<file path="src/rtl/rat_pkg.sv">
package rat_pkg;
    localparam int RAT_NUM_REGS  = 16;
    localparam int RAT_TAG_W     = 7;
    localparam int RAT_NUM_SRC   = 2;
    localparam int RAT_NUM_PORTS = 2;
endpackage

</file>
<file path="src/rtl/rat_entry.sv">
module rat_entry #(
    parameter int TAG_W     = 7,
    parameter int RESET_TAG = 0
) (
    input  logic             clk,
    input  logic             rst_n,
    input  logic             rename_en,
    input  logic [TAG_W-1:0] rename_tag,
    input  logic             wake_hit,
    output logic             ready,
    output logic [TAG_W-1:0] tag
);
    always_ff @(posedge clk) begin
        if (!rst_n) begin
            ready <= 1'b1;
            tag   <= TAG_W'(RESET_TAG);
        end else if (rename_en) begin
            ready <= 1'b0;
            tag   <= rename_tag;
        end else if (wake_hit) begin
            ready <= 1'b1;
        end
    end
endmodule

</file>
<file path="src/rtl/rat_wakeup.sv">
module rat_wakeup #(
    parameter int TAG_W     = 7,
    parameter int NUM_PORTS = 2
) (
    input  logic [TAG_W-1:0]           entry_tag,
    input  logic [NUM_PORTS-1:0]       cmp_valid,
    input  logic [NUM_PORTS*TAG_W-1:0] cmp_tag,
    output logic                       hit
);
    always_comb begin
        hit = 1'b0;
        for (int p = 0; p < NUM_PORTS; p++) begin
            if (cmp_valid[p] && (cmp_tag[p*TAG_W +: TAG_W] == entry_tag)) begin
                hit = 1'b1;
            end
        end
    end
endmodule

</file>
<file path="src/rtl/rat_src_read.sv">
module rat_src_read #(
    parameter int NUM_REGS  = 16,
    parameter int TAG_W     = 7,
    parameter int NUM_PORTS = 2,
    localparam int REG_W    = $clog2(NUM_REGS)
) (
    input  logic [NUM_REGS-1:0]        ent_ready,
    input  logic [NUM_REGS*TAG_W-1:0]  ent_tag,
    input  logic [REG_W-1:0]           sel_reg,
    input  logic [NUM_PORTS-1:0]       cmp_valid,
    input  logic [NUM_PORTS*TAG_W-1:0] cmp_tag,
    output logic                       out_ready,
    output logic [TAG_W-1:0]           out_tag
);
    logic byp_hit;

    assign out_tag = ent_tag[int'(sel_reg)*TAG_W +: TAG_W];

    rat_wakeup #(
        .TAG_W     (TAG_W),
        .NUM_PORTS (NUM_PORTS)
    ) byp_i (
        .entry_tag (out_tag),
        .cmp_valid (cmp_valid),
        .cmp_tag   (cmp_tag),
        .hit       (byp_hit)
    );

    assign out_ready = ent_ready[sel_reg] | byp_hit;
endmodule

</file>
<file path="src/rtl/rename_alias_table.sv">
module rename_alias_table
    import rat_pkg::*;
#(
    parameter int NUM_REGS  = RAT_NUM_REGS,
    parameter int TAG_W     = RAT_TAG_W,
    parameter int NUM_SRC   = RAT_NUM_SRC,
    parameter int NUM_PORTS = RAT_NUM_PORTS,
    localparam int REG_W    = $clog2(NUM_REGS)
) (
    input  logic                       clk,
    input  logic                       rst_n,
    input  logic                       iss_valid,
    input  logic [NUM_SRC*REG_W-1:0]   iss_src_reg,
    input  logic                       iss_dst_valid,
    input  logic [REG_W-1:0]           iss_dst_reg,
    input  logic [TAG_W-1:0]           iss_new_tag,
    output logic [NUM_SRC-1:0]         src_ready,
    output logic [NUM_SRC*TAG_W-1:0]   src_tag,
    input  logic [NUM_PORTS-1:0]       cmp_valid,
    input  logic [NUM_PORTS*TAG_W-1:0] cmp_tag
);
    logic [NUM_REGS-1:0]       ent_ready;
    logic [NUM_REGS*TAG_W-1:0] ent_tag;
    logic [NUM_REGS-1:0]       ent_rename;
    logic [NUM_REGS-1:0]       ent_hit;
    logic                      do_rename;

    assign do_rename = iss_valid & iss_dst_valid;

    for (genvar i = 0; i < NUM_REGS; i++) begin : g_entry
        assign ent_rename[i] = do_rename && (iss_dst_reg == REG_W'(i));

        rat_wakeup #(
            .TAG_W     (TAG_W),
            .NUM_PORTS (NUM_PORTS)
        ) wake_i (
            .entry_tag (ent_tag[i*TAG_W +: TAG_W]),
            .cmp_valid (cmp_valid),
            .cmp_tag   (cmp_tag),
            .hit       (ent_hit[i])
        );

        rat_entry #(
            .TAG_W     (TAG_W),
            .RESET_TAG (i)
        ) ent_i (
            .clk        (clk),
            .rst_n      (rst_n),
            .rename_en  (ent_rename[i]),
            .rename_tag (iss_new_tag),
            .wake_hit   (ent_hit[i]),
            .ready      (ent_ready[i]),
            .tag        (ent_tag[i*TAG_W +: TAG_W])
        );
    end

    for (genvar k = 0; k < NUM_SRC; k++) begin : g_src
        rat_src_read #(
            .NUM_REGS  (NUM_REGS),
            .TAG_W     (TAG_W),
            .NUM_PORTS (NUM_PORTS)
        ) rd_i (
            .ent_ready (ent_ready),
            .ent_tag   (ent_tag),
            .sel_reg   (iss_src_reg[k*REG_W +: REG_W]),
            .cmp_valid (cmp_valid),
            .cmp_tag   (cmp_tag),
            .out_ready (src_ready[k]),
            .out_tag   (src_tag[k*TAG_W +: TAG_W])
        );
    end
endmodule

</file>
<file path="config.mk">
export PLATFORM = sky130hd
export DESIGN_NAME = rename_alias_table
export DESIGN_NICKNAME = d
export VERILOG_FILES = /design/src/rtl/rat_pkg.sv /design/src/rtl/rat_entry.sv /design/src/rtl/rat_wakeup.sv /design/src/rtl/rat_src_read.sv /design/src/rtl/rename_alias_table.sv
export SDC_FILE = /design/constraint.sdc
export NUM_CORES = 1
export LEC_CHECK = 0
export BUFFER_PORTS_ARGS = -buffer_cell sky130_fd_sc_hd__buf_4
export CAP_MARGIN = 20
export CORE_UTILIZATION = 50
export DETAILED_ROUTE_END_ITERATION = 16
export MAX_ROUTING_LAYER = met4
export PLACE_DENSITY_LB_ADDON = 0.08
export SLEW_MARGIN = 5
export SYNTH_ARGS = -nofsm -noshare
export SYNTH_HDL_FRONTEND = slang
export SYNTH_SLANG_ARGS = --single-unit
</file>
<file path="constraint.sdc">
create_clock -name clk -period 5 [get_ports clk]
set_input_delay 1 -clock clk [delete_from_list [all_inputs] [get_ports clk]]
set_output_delay 1 -clock clk [all_outputs]
set_load 0.02 [all_outputs]
</file>
# Word-level counts from Yosys, hierarchy flattened
# Index checks and enable logic that the tools add are counted.
# word_totals
latch_bits	0
mem_bits_ro	0
word_cells	233
out_inout_bits	16
register_bits	128
memories	0
ram_bits	0
# op_classes
n_mul	2
n_addsub	0
n_div	0
magnitude_cmp	2
n_eq_ne	51
bitwise_logic	3
n_reduce_logical	69
shifts	2
mux	72
# op_table
cell	count
$eq A7 B7 Y1	36
$shiftx A112 B32 Y7	2
$mux W1	70
$logic_and A1 B1 Y1	52
$eq A4 B4 Y1 const B	8
$reduce_bool A2 Y1	16
$eq A4 B3 Y1 const B	4
$mul A4 B3 Y7 const B	2
$lt A4 B5 Y1 const B	2
$bmux W1 S4	2
$eq A4 B2 Y1 const B	2
$eq A4 B1 Y1 const B	1
$logic_not A4 Y1	1
$or A1 B1 Y1	2
$and A1 B1 Y1	1

# Logic depth before layout (Yosys ltp)
# depth
word_depth	7
ltp_mapped	12

# Hierarchy
# A second synthesis with hierarchy kept.
# hier_totals
cells_unflattened	923
area_unflattened_um2	9648.0
# by_module_without_submodules
module	seq_area_each_um2	cells_per_inst	area_each_um2	instances
rat_wakeup	0.0	20	156.4	18
rat_src_read	0.0	70	1046.0	2
rat_entry at g_entry[10].ent_i ...	160.2	25	289.0	6
rat_entry at g_entry[1].ent_i ...	160.2	25	291.5	4
rat_entry at g_entry[11].ent_i ...	160.2	25	286.5	4
rat_entry at g_entry[0].ent_i	160.2	25	294.0	1
rat_entry at g_entry[15].ent_i	160.2	25	284.0	1
rename_alias_table	0.0	23	116.4	1

# Worst setup path after synthesis
# Ideal clock, no wire load.
# synth_path
path_kind	input to output
startpoint	in iss_src_reg[4]
endpoint	out src_ready[1]
path_slack_ns	0.508
path_buffers	3
arrival_time_ns	3.492
stages	10
required_ns	4.000
cell_sequence	buf_2 > buf_2 > nor2_1 > a32o_1 > nor3_1 > xnor2_1 > nand3_1 > or4_1 > o21ai_1 > buf_4
# synth_between
elab_chain_cells	7
# synth_rtl
item	line	text
start: declaration	rename_alias_table.sv:13	input logic [NUM_SRC*REG_W-1:0] iss_src_reg,
$mul A4 B3 Y7 *	rat_src_read.sv:17	assign out_tag = ent_tag[int'(sel_reg)*TAG_W +: TAG_W];
$shiftx A112 B32 Y7 *	rat_src_read.sv:17	
named net src_tag[12]	rename_alias_table.sv:18	output logic [NUM_SRC*TAG_W-1:0] src_tag,
$eq A7 B7 Y1	rat_wakeup.sv:13	if (cmp_valid[p] && (cmp_tag[p*TAG_W +: TAG_W] == entry_tag)) begin
$logic_and A1 B1 Y1	rat_wakeup.sv:13	
$mux W1	rat_wakeup.sv:13	
$mux W1 *	rat_wakeup.sv:13	
$or A1 B1 Y1 *	rat_src_read.sv:29	assign out_ready = ent_ready[sel_reg] | byp_hit;
end: declaration	rename_alias_table.sv:17	output logic [NUM_SRC-1:0] src_ready,
# The timed path passes the listed nets; every way through them passes the cells marked *. The select of a mux whose other input is x is not followed.

# Worst setup path after layout
# layout_path
startpoint	in iss_src_reg[5]
endpoint	out src_ready[1]
# layout_between
elab_chain_cells	7
# layout_rtl
item	line
$mul A4 B3 Y7	rat_src_read.sv:17
$shiftx A112 B32 Y7	rat_src_read.sv:17
$eq A7 B7 Y1	rat_wakeup.sv:13
$logic_and A1 B1 Y1	rat_wakeup.sv:13
$mux W1 (2 in series)	rat_wakeup.sv:13
$or A1 B1 Y1 *	rat_src_read.sv:29
# Mark *: on every way between the ends. The rest lies on a longest branch, timed or not. The select of a mux whose other input is x is not followed.

==> flow_summary.json <==
{
  "grt_antenna_before_repair": 1,
  "port_buffers": 54,
  "finalSetupViolCount": 0,
  "cts.clk_slew.worst_paths_ps": 60,
  "areaGrowthSynthToFinish_pct": 10.2,
  "skew_ps": 12.9,
  "cpMaxStageDelayCell": "or4_1",
  "dp_hpwl_mm": 27.0,
  "cts_buffers": 17,
  "drtIter0Drc": 1102,
  "setup_slack_ps": 389,
  "cp_max_fo": 27,
  "period_needed_ps": 4610,
  "multiInputGateArea_sq_um": 7400,
  "synth_top_family_by_area": "multiplexers",
  "cts_tree": "yes",
  "path_buf_inv": 3,
  "place_congestion": 1.01,
  "path_class": "input pin to output port",
  "rsz0062_at_grt": "false",
  "vias_per_cell": 6.49,
  "met1_usage": 0.513,
  "synth_area_per_cell_sq_um": 9.41,
  "switching_power_uw": 871,
  "ys_async_sr_fraction": 0,
  "postCtsHoldBufs": 0,
  "p_int_uw": 2030,
  "power-per-cell-area_nw_per_um2": 254,
  "dpl-instance-area_sq_um": 10800,
  "postRouteAntennaNets": 0,
  "synth_fa_ha_area_frac": 0,
  "cts_resized": 0,
  "initial_utilization": 0.511,
  "postLayoutCoreUtil": 0.564,
  "post-place-ws_ps": 440,
  "pwr-share-seq": 0.361,
  "syn_nets": 1142,
  "slew_headroom": 0.239,
  "routedWlPerCell_um": 28.3,
  "yosysSeqAreaShare": 0.247,
  "startpoint_type": "input pin",
  "gr-usage-met2": 0.573,
  "final_nets": 1139,
  "globalRouteOverflowTotal": 0,
  "top_usage_layer": "met2",
  "hold_viol_final": 0,
  "p_leak_uw": 0.00387,
  "grt_max_degree": 75,
  "netSwitchingFraction": 0.300,
  "core_sq_um": 20300,
  "synth_xor_area_frac": 0.226,
  "cts_root_buf": "clkbuf_16",
  "synth_edf_count": 0,
  "comb_power_share": 0.172,
  "status": "finished, final reports clean",
  "slew_violations": 0,
  "power.share.clock": 0.467,
  "path_cells": "buf_4 > buf_4 > mux2i_1 > a32o_1 > nor3_1 > xnor2_1 > nand3_1 > or4_1 > o21ai_1 > buf_4",
  "drtPass1Iterations": 5,
  "worstPathRequired_ps": 4000,
  "yosysWarnings": 0,
  "ys_types": 46,
  "final_area_sq_um": 11400,
  "postCtsSetupBuffers": 0,
  "row_count": 52,
  "tightest_slew_ps": 1140,
  "fillers": 1866,
  "syn-cell-area_sq_um": 10400,
  "die_h_um": 146,
  "via_count": 8988,
  "period_share": 0.922,
  "ctsHtreeMaxLevel": 4,
  "clockBufferDepth": 2,
  "cpMostUsedCell": "buf_4",
  "peakVddDrop_mv": 0.206,
  "drive_above_1_share": 0.151,
  "gr-usage-met3": 0.0803,
  "synth_mux_area_frac": 0.262,
  "synth-simple-area-share": 0.162,
  "netlist_instances": 1103,
  "synth-seq-cells": 128,
  "finalPower_uw": 2910,
  "grt_use_total": 0.388,
  "cts.sinks": 128,
  "synth-compound-area-share": 0.0624,
  "end_kind": "output port",
  "cpPeakStageDelay_ps": 540,
  "io_pins": 55,
  "drc": 0,
  "clock_latency_ps": 430,
  "ys.flop_type": "dfxtp_1",
  "finalSetupTns_ps": 0,
  "critPathArrivalTime_ps": 3610,
  "grt_pass1_wl_mm": 58.5,
  "clock.fmax_ghz": 0.217,
  "wirelength_mm": 39.2,
  "dieArea_sq_um": 21300,
  "regArea_sq_um": 2560,
  "grt_pass1_vias": 8449,
  "hold_class": "flip-flop to flip-flop",
  "cp_top_family": "simple AND/OR/NAND/NOR gates",
  "die_w_um": 146,
  "cap_violations": 0
}
## layout by cell type, fill, tap and decap left out, types with 3 or more instances in the layout
cell type  count
a211oi_1       7
a21boi_0      22
a21oi_1       13
a22oi_1        4
a41oi_1        6
buf_4         65
bufinv_16      3
clkbuf_16     17
dfxtp_1      128
inv_1          7
inv_6          7
mux2i_1      108
mux4_1         5
mux4_2        66
nand2_1      101
nand2b_1       5
nand3_1       21
nand4_1       58
nor2_1        45
nor2b_1       67
nor3_1        16
nor3b_1        3
nor4_1         8
o21ai_0       28
o22ai_1        5
or4_1          3
xnor2_1      218
xor2_1        50
## power by group through the flow
stage	combinational (uW)	clock, uW	sequential [uW]
after floorplan	355	0	1060
after CTS	492	1370	1050
after global routing	527	1420	1050
after detailed placement	490	0	1070
after global placement	486	0	1070
final	499	1360	1050
## final cells by class
cell class / instances / area share
diodes: 1 / 0.000219
repair buffers: 65 / 0.0427
well taps: 270 / 0.0295
clock buffers: 17 / 0.0372
clock inverters: 15 / 0.0170
flip-flops and latches: 128 / 0.224
inverters: 8 / 0.00262
multi-input cells: 880 / 0.647
## Yosys cell counts (7+ instances only)
cell type | instances | area share
buf_1 | 19 | 0.0069
nor2_1 | 45 | 0.016
nor2b_1 | 67 | 0.040
a21oi_1 | 13 | 0.0063
mux2i_1 | 108 | 0.10
o21ai_0 | 28 | 0.013
nand2_1 | 101 | 0.037
a211oi_1 | 7 | 0.0051
mux4_2 | 66 | 0.14
nor4_1 | 8 | 0.0048
nor3_1 | 16 | 0.0077
xor2_1 | 50 | 0.042
dfxtp_1 | 128 | 0.25
nand4_1 | 58 | 0.035
xnor2_1 | 218 | 0.18
a21boi_0 | 22 | 0.016
inv_1 | 7 | 0.0025
buf_2 | 15 | 0.0072
nand3_1 | 21 | 0.010
clkbuf_1 | 47 | 0.017
## flip-flops by register name, indices dropped and copies added (netlist names)
signal / count
g_entry.ent_i.ready: 16
g_entry.ent_i.tag: 112
## per-layer routing
| metal | wire [um] | share of wire |
|---|---|---|
| met1 | 16400 | 0.42 |
| met2 | 17400 | 0.45 |
| met3 | 3710 | 0.095 |
| met4 | 1650 | 0.042 |
| met5 | 0 | 0 |
## tightest hold or removal path: stages, from the launching register on
cell      delay [ps]
dfxtp_1          370
nand2_1           80
a21boi_0          70
## stage by stage
stage | hold WS (ps) | cells
global route | 616 | 1384
CTS | 572 | 1382
global placement | 547 | 1348
detailed placement | 563 | 1350
finish | 572 | 1384
floorplan | 497 | 1103
## worst paths after layout
kind | end | depth (start not counted) | start | slack, ps
worst max-delay path | src_ready[1] | 10 | iss_src_reg[5] | 390
worst min-delay path | g_entry[3].ent_i.tag[6] | 2 | g_entry[3].ent_i.tag[6] | 570
worst max register to register | g_entry[1].ent_i.ready | 6 | g_entry[1].ent_i.tag[2] | 3530
worst min register to register | g_entry[3].ent_i.tag[6] | 2 | g_entry[3].ent_i.tag[6] | 570
## cell families after synthesis
kind of cell | count (synthesis)
AOI/OAI and AO/OA | 98
xor gates and xnor gates | 268
buffers and inverters | 95
DFF | 128
muxes | 181
and+or+nand+nor | 333
Note: power is estimated with default switching activity, not from simulation.
